--- config.mk ---
export PLATFORM = sky130hd
export DESIGN_NAME = can_mode_ctrl
export DESIGN_NICKNAME = d
export VERILOG_FILES = /design/src/rtl/can_mode_pkg.sv /design/src/rtl/can_mode_regfile.sv /design/src/rtl/can_mode_seq.sv /design/src/rtl/can_mb_map.sv /design/src/rtl/can_mode_ctrl.sv
export SDC_FILE = /design/constraint.sdc
export NUM_CORES = 1
export LEC_CHECK = 0
export ABC_AREA = 1
export CORE_MARGIN = 5
export CORE_UTILIZATION = 43
export CTS_CLUSTER_DIAMETER = 40
export DETAILED_ROUTE_END_ITERATION = 10
export HOLD_SLACK_MARGIN = 0.06
export PLACE_DENSITY = 0.8
export RECOVER_POWER = 25
export SYNTH_ARGS = -nofsm -noshare
export SYNTH_HDL_FRONTEND = slang
export SYNTH_SLANG_ARGS = --single-unit
--- constraint.sdc ---
create_clock -name clk -period 1.4 [get_ports clk]
set_clock_uncertainty 0.2 [all_clocks]
set_input_delay 0.28 -clock clk [delete_from_list [all_inputs] [get_ports clk]]
set_output_delay 0.28 -clock clk [all_outputs]
set_load 0.05 [all_outputs]
--- src/rtl/can_mode_pkg.sv ---
package can_mode_pkg;
  localparam int WORD_W   = 32;
  localparam int MAXMB_W  = 6;
  localparam int IDAM_W   = 2;

  localparam int B_DIS    = 31;
  localparam int B_FRZEN  = 30;
  localparam int B_FIFO   = 29;
  localparam int B_HALT   = 28;
  localparam int B_NRDY   = 27;
  localparam int B_SRST   = 25;
  localparam int B_FACK   = 24;
  localparam int B_LACK   = 20;
  localparam int B_LPRIO  = 13;
  localparam int B_ABORT  = 12;
  localparam int B_IDAM   = 8;
  localparam int B_MAXMB  = 0;

  localparam logic [MAXMB_W-1:0] MAXMB_RST = MAXMB_W'(15);

  typedef struct packed {
    logic               dis;
    logic               frz_en;
    logic               fifo_en;
    logic               halt;
    logic               lprio;
    logic               abort_en;
    logic [IDAM_W-1:0]  idam;
    logic [MAXMB_W-1:0] max_mb;
  } mode_fields_t;

  function automatic mode_fields_t fields_reset(input logic dis_val);
    mode_fields_t f;
    f.dis      = dis_val;
    f.frz_en   = dis_val;
    f.fifo_en  = 1'b0;
    f.halt     = dis_val;
    f.lprio    = 1'b0;
    f.abort_en = 1'b0;
    f.idam     = '0;
    f.max_mb   = MAXMB_RST;
    return f;
  endfunction

  function automatic logic [WORD_W-1:0] pack_word(
    input mode_fields_t f, input logic nrdy, input logic srst,
    input logic fack, input logic lack);
    logic [WORD_W-1:0] w;
    w = '0;
    w[B_DIS]   = f.dis;
    w[B_FRZEN] = f.frz_en;
    w[B_FIFO]  = f.fifo_en;
    w[B_HALT]  = f.halt;
    w[B_NRDY]  = nrdy;
    w[B_SRST]  = srst;
    w[B_FACK]  = fack;
    w[B_LACK]  = lack;
    w[B_LPRIO] = f.lprio;
    w[B_ABORT] = f.abort_en;
    w[B_IDAM +: IDAM_W]   = f.idam;
    w[B_MAXMB +: MAXMB_W] = f.max_mb;
    return w;
  endfunction
endpackage

--- src/rtl/can_mode_regfile.sv ---
module can_mode_regfile
  import can_mode_pkg::*;
#(
  parameter logic DIS_RST = 1'b0
) (
  input  logic              clk,
  input  logic              rst,
  input  logic              wr_en,
  input  logic [WORD_W-1:0] wr_data,
  input  logic              srst_done,
  output mode_fields_t      fields,
  output logic              srst_q,
  output logic              srst_apply
);
  mode_fields_t f_q;

  assign srst_apply = srst_q & srst_done;
  assign fields     = f_q;

  always_ff @(posedge clk) begin
    if (rst) begin
      f_q    <= fields_reset(DIS_RST);
      srst_q <= 1'b0;
    end else if (srst_apply) begin
      f_q     <= fields_reset(DIS_RST);
      f_q.dis <= f_q.dis;
      srst_q  <= 1'b0;
    end else if (wr_en) begin
      f_q.dis      <= wr_data[B_DIS];
      f_q.frz_en   <= wr_data[B_FRZEN];
      f_q.fifo_en  <= wr_data[B_FIFO];
      f_q.halt     <= wr_data[B_HALT];
      f_q.lprio    <= wr_data[B_LPRIO];
      f_q.abort_en <= wr_data[B_ABORT];
      f_q.idam     <= wr_data[B_IDAM +: IDAM_W];
      f_q.max_mb   <= wr_data[B_MAXMB +: MAXMB_W];
      if (wr_data[B_SRST]) srst_q <= 1'b1;
    end
  end
endmodule

--- src/rtl/can_mode_seq.sv ---
module can_mode_seq #(
  parameter logic DIS_RST = 1'b0
) (
  input  logic clk,
  input  logic rst,
  input  logic dis,
  input  logic frz_en,
  input  logic halt,
  input  logic dbg_halt,
  input  logic frz_ack_in,
  input  logic lp_ack_in,
  input  logic srst_apply,
  output logic freeze_req,
  output logic frz_ack_q,
  output logic lp_ack_q,
  output logic nrdy_q,
  output logic pe_clk_en,
  output logic mb_clk_en
);
  always_ff @(posedge clk) begin
    if (rst) begin
      freeze_req <= 1'b0;
      frz_ack_q  <= 1'b0;
      lp_ack_q   <= 1'b0;
      nrdy_q     <= ~DIS_RST;
      pe_clk_en  <= ~DIS_RST;
      mb_clk_en  <= ~DIS_RST;
    end else begin
      freeze_req <= frz_en & (halt | dbg_halt);
      frz_ack_q  <= frz_ack_in;
      lp_ack_q   <= lp_ack_in;
      nrdy_q     <= srst_apply ? ~DIS_RST : (dis | frz_ack_q | lp_ack_q);
      pe_clk_en  <= ~dis;
      mb_clk_en  <= ~dis;
    end
  end
endmodule

--- src/rtl/can_mb_map.sv ---
module can_mb_map
  import can_mode_pkg::*;
#(
  parameter int NUM_MB  = 64,
  parameter int FIFO_MB = 8
) (
  input  logic               clk,
  input  logic               rst,
  input  logic               fifo_en,
  input  logic [MAXMB_W-1:0] max_mb,
  output logic               fifo_excl,
  output logic [NUM_MB-1:0]  mb_usable
);
  logic [NUM_MB-1:0] usable_d;

  for (genvar i = 0; i < NUM_MB; i++) begin : g_mb
    if (i < FIFO_MB) begin : g_low
      assign usable_d[i] = (32'(i) <= 32'(max_mb)) && !fifo_en;
    end else begin : g_high
      assign usable_d[i] = (32'(i) <= 32'(max_mb));
    end
  end

  always_ff @(posedge clk) begin
    if (rst) begin
      fifo_excl <= 1'b0;
      mb_usable <= '0;
    end else begin
      fifo_excl <= fifo_en;
      mb_usable <= usable_d;
    end
  end
endmodule

--- src/rtl/can_mode_ctrl.sv ---
module can_mode_ctrl
  import can_mode_pkg::*;
#(
  parameter logic DIS_RST = 1'b0,
  parameter int   NUM_MB  = 64,
  parameter int   FIFO_MB = 8
) (
  input  logic              clk,
  input  logic              rst,
  input  logic              wr_en,
  input  logic [WORD_W-1:0] wr_data,
  output logic [WORD_W-1:0] rd_data,
  input  logic              dbg_halt,
  input  logic              frz_ack_in,
  input  logic              lp_ack_in,
  input  logic              srst_done,
  output logic              pe_clk_en,
  output logic              mb_clk_en,
  output logic              freeze_req,
  output logic              fifo_excl,
  output logic [NUM_MB-1:0] mb_usable
);
  mode_fields_t fields;
  logic srst_q, srst_apply, frz_ack_q, lp_ack_q, nrdy_q;

  can_mode_regfile #(.DIS_RST(DIS_RST)) u_regs (
    .clk(clk), .rst(rst), .wr_en(wr_en), .wr_data(wr_data),
    .srst_done(srst_done), .fields(fields), .srst_q(srst_q),
    .srst_apply(srst_apply)
  );

  can_mode_seq #(.DIS_RST(DIS_RST)) u_seq (
    .clk(clk), .rst(rst), .dis(fields.dis), .frz_en(fields.frz_en),
    .halt(fields.halt), .dbg_halt(dbg_halt), .frz_ack_in(frz_ack_in),
    .lp_ack_in(lp_ack_in), .srst_apply(srst_apply),
    .freeze_req(freeze_req), .frz_ack_q(frz_ack_q), .lp_ack_q(lp_ack_q),
    .nrdy_q(nrdy_q), .pe_clk_en(pe_clk_en), .mb_clk_en(mb_clk_en)
  );

  can_mb_map #(.NUM_MB(NUM_MB), .FIFO_MB(FIFO_MB)) u_map (
    .clk(clk), .rst(rst), .fifo_en(fields.fifo_en), .max_mb(fields.max_mb),
    .fifo_excl(fifo_excl), .mb_usable(mb_usable)
  );

  always_ff @(posedge clk) begin
    if (rst) rd_data <= pack_word(fields_reset(DIS_RST), ~DIS_RST, 1'b0, 1'b0, 1'b0);
    else     rd_data <= pack_word(fields, nrdy_q, srst_q, frz_ack_q, lp_ack_q);
  end
endmodule

==> results of run 1 <==
-- metrics by stage --
step	hold slack (ns)	util, %	setup TNS (ns)
after floorplan	0.187	-	0
after global placement	0.207	70.4	-1.50
after detailed placement	0.207	70.4	-2.91
after CTS	0.0603	73.1	0
after global routing	0.0705	74.0	-0.251
final	0.0666	74.0	-0.0660
-- cell type report --
type | instances | area [um2]
Sequential cell | 102 | 2100
Inverter | 53 | 203
Clock buffer | 11 | 141
Multi-Input combinational cell | 212 | 1030
Timing Repair Buffer | 128 | 2120
Clock inverter | 5 | 58.8
Tap cell | 102 | 128
Fill cell | 490 | 2030
-- worst reg2reg max path: stages (launching register included) --
cell	delay, ns
dfxtp_2	0.38
inv_2	0.16
nand2_2	0.14
nor2_1	0.25
nand2_1	0.09
nand2_1	0.09
inv_1	0.05
-- logic make-up (layout without fill, tap and decap cells) --
family                 after synthesis  count (layout)  synth area share, %
AO/OA/AOI/OAI                       53              53                 8.69
other                                1              14                0.108
flip-flops                         102             102                 58.9
buffers and inverters               84             197                 13.4
AND/OR/NAND/NOR                    145             145                 19.0
-- routing by layer --
layer	wire (um)	part of all wire (%)	track usage (%)
met5	0	0	0
met4	264	2.6	9.77
met3	1000	9.7	5.56
met2	5560	54	37.1
met1	3520	34	20.0
-- power breakdown --
group	leakage [uW]	switching [uW]	total, uW	internal [uW]
Combinational	0.00163	874	1500	630
Sequential	0.000850	132	3190	3060
Clock	0.0000955	1000	1880	876
Total	0.00258	2010	6570	4560
-- layout by cell type (no fill, tap or decap), types with 2 or more instances in the layout --
master | netlist | routed
buf_12 | 1 | 89
nand2_1 | 71 | 70
dfxtp_1 | 102 | 63
nor2_1 | 47 | 46
inv_1 | 43 | 44
dfxtp_2 | 0 | 36
a21oi_1 | 24 | 23
clkdlybuf4s50_1 | 0 | 17
buf_4 | 16 | 15
conb_1 | 1 | 14
o21ai_0 | 15 | 12
clkbuf_8 | 2 | 10
nand3_1 | 7 | 7
inv_2 | 8 | 6
nor2_4 | 6 | 6
o211ai_1 | 5 | 5
o21ai_1 | 4 | 5
dlygate4sd3_1 | 0 | 4
o21ai_2 | 1 | 3
nor3_1 | 3 | 3
nand2_4 | 3 | 3
nand2_2 | 2 | 3
dfxtp_4 | 0 | 3
nor2_2 | 1 | 2
clkinv_2 | 1 | 2
a21oi_2 | 1 | 2
nand4_1 | 2 | 2
clkinvlp_4 | 0 | 2
clkbuf_2 | 0 | 2
-- state kept, by name, indices dropped and copies added, names as in the netlist --
register	cells
rd_data	18
u_map.mb_usable	64
u_regs.fields	14
u_regs.srst_q	1
u_seq.freeze_req	1
u_seq.frz_ack_q	1
u_seq.lp_ack_q	1
u_seq.nrdy_q	1
u_seq.pe_clk_en	1
-- worst paths after layout --
| check | startpoint | depth (start not counted) | to |
|---|---|---|---|
| setup reg to reg | u_regs.fields[3]$_SDFFE_PP1P_ | 6 | u_map.mb_usable[3]$_SDFF_PP0_ |
| setup / recovery | u_regs.fields[3]$_SDFFE_PP1P_ | 6 | u_map.mb_usable[3]$_SDFF_PP0_ |
| hold reg to reg | u_seq.nrdy_q$_SDFF_PP1_ | 1 | rd_data[27]$_SDFF_PP1_ |
| hold / removal | rst | 3 | rd_data[13]$_SDFF_PP0_ |
-- timing repair --
action	4_1_cts	5_1_grt
endpoints found under the hold margin	0	1
gates cloned	0	0
endpoints found under the setup margin	30	46
hold buffers	0	1
pin swaps	0	1
resized for setup	10	41
==> flow_summary.yaml, run 1 <==
run_status:
  status: "finished with violations"
  violations: "setup timing"
synthesis:
  ys_ff_latch: 102
  synthTopCellsByArea: "dfxtp_1, nand2_1, nor2_1"
  avgSynthCellArea_um2: 9.01
  synth_area_leader_cell: "dfxtp_1"
  syn-cell-area_um2: 3470
  async_reset_ff_share_pct: 0
  synth_edf_count: 0
  syn_inst: 385
  yosysMostFrequentCell: "dfxtp_1"
  synth-main-ff-cell: "dfxtp_1"
  yosysTopAreaCellShare_pct: 58.9
  synth_cell_types: 33
  synth-seq-area-share_pct: 58.9
  yosysWarnings: 0
  synth_common_cells: "dfxtp_1, nand2_1, nor2_1"
placement:
  gp_congestion: 0.859
  post-place-ws_ns: -0.230
  hpwl_mm: 7.64
  dpl.cell_count: 596
  placed_cell_area_um2: 5500
  place.port_buffers: 107
floorplanning:
  die_x_um: 99.8
  die_area_um2: 9970
  num_rows: 32
  start_util_pct: 44.4
  ios: 139
  die_h_um: 99.8
  coreArea_um2: 7810
layout:
  layout-drive-gt1-share_pct: 37.4
  finalNetCount: 545
  final_cell_area_um2: 5780
  syn_to_final_growth_pct: 66.5
  stdcell_count: 613
  antennaDiodeCount: 0
route:
  via_per_inst: 4.86
  drt-total-wl_mm: 10.4
  drtIter0Drc: 177
  drtAntennaViolNets: 0
  dr.pass1.iters: 5
  wl_per_cell_um: 16.9
  drc: 0
  vias: 2979
grt:
  grt_max_degree: 21
  grt_pass1_wl_mm: 15.1
  overflow: 0
  grt_pass1_vias: 2930
  grtUsageTotal_pct: 19.9
  antenna_found_initial: 0
critical_path:
  crit_chain: "inv_2, nand2_2, nor2_1, nand2_1, nand2_1, inv_1"
  required_ns: 1.48
  critical_path.top_delay_family: "simple AND/OR/NAND/NOR gates"
  path_max_fanout: 6
  crit_type: "reg2reg"
  critPathBufInv: 2
  critPathCaptureType: "flip-flop"
  crit_slowest_cell: "dfxtp_2"
  worstSetupStartpointType: "flip-flop"
  critical_path.most_common_cell: "nand2_1"
  max_stage_delay_ns: 0.38
  ff2ff_setup_slack_ns: -0.04
  crit_arrival_ns: 1.52
cts:
  cts_buffers: 9
  cts_root_buffer: "clkbuf_8"
  clkLatencyLatePin_ns: 0.37
  cts_tree: "done"
  post-cts-setup-buffer-count: 0
  cts_buffer_depth: 2
  htree_levels: 3
  clkSinkCount: 102
  path_clk_slew_ns: 0.09
pwr:
  leakage_uw: 0.00258
  power_uw: 6570
  power.density_nw_per_um2: 1140
  ir_worst_vdd_mv: 0.661
timing:
  finalSetupViolCount: 2
  fin_crit_sh_pct: 103
  finalHoldViolCount: 0
  rsz0062_at_grt: "yes"
  min_period_ns: 1.44
  clock.fmax_mhz: 694
  report.final.slew_viol_count: 0
  fin_ws_ns: -0.0415
flow_run:
  drv_cap: 0
hold_path:
  hp-class: "in2reg"
Power figures use the tool's default switching activity.
==> inputs of run 2 (changes only) <==
CAP_MARGIN = 20   (was default)
==> results of run 2 <==
The final DEF is identical to that of run 1; final timing and power are the same.
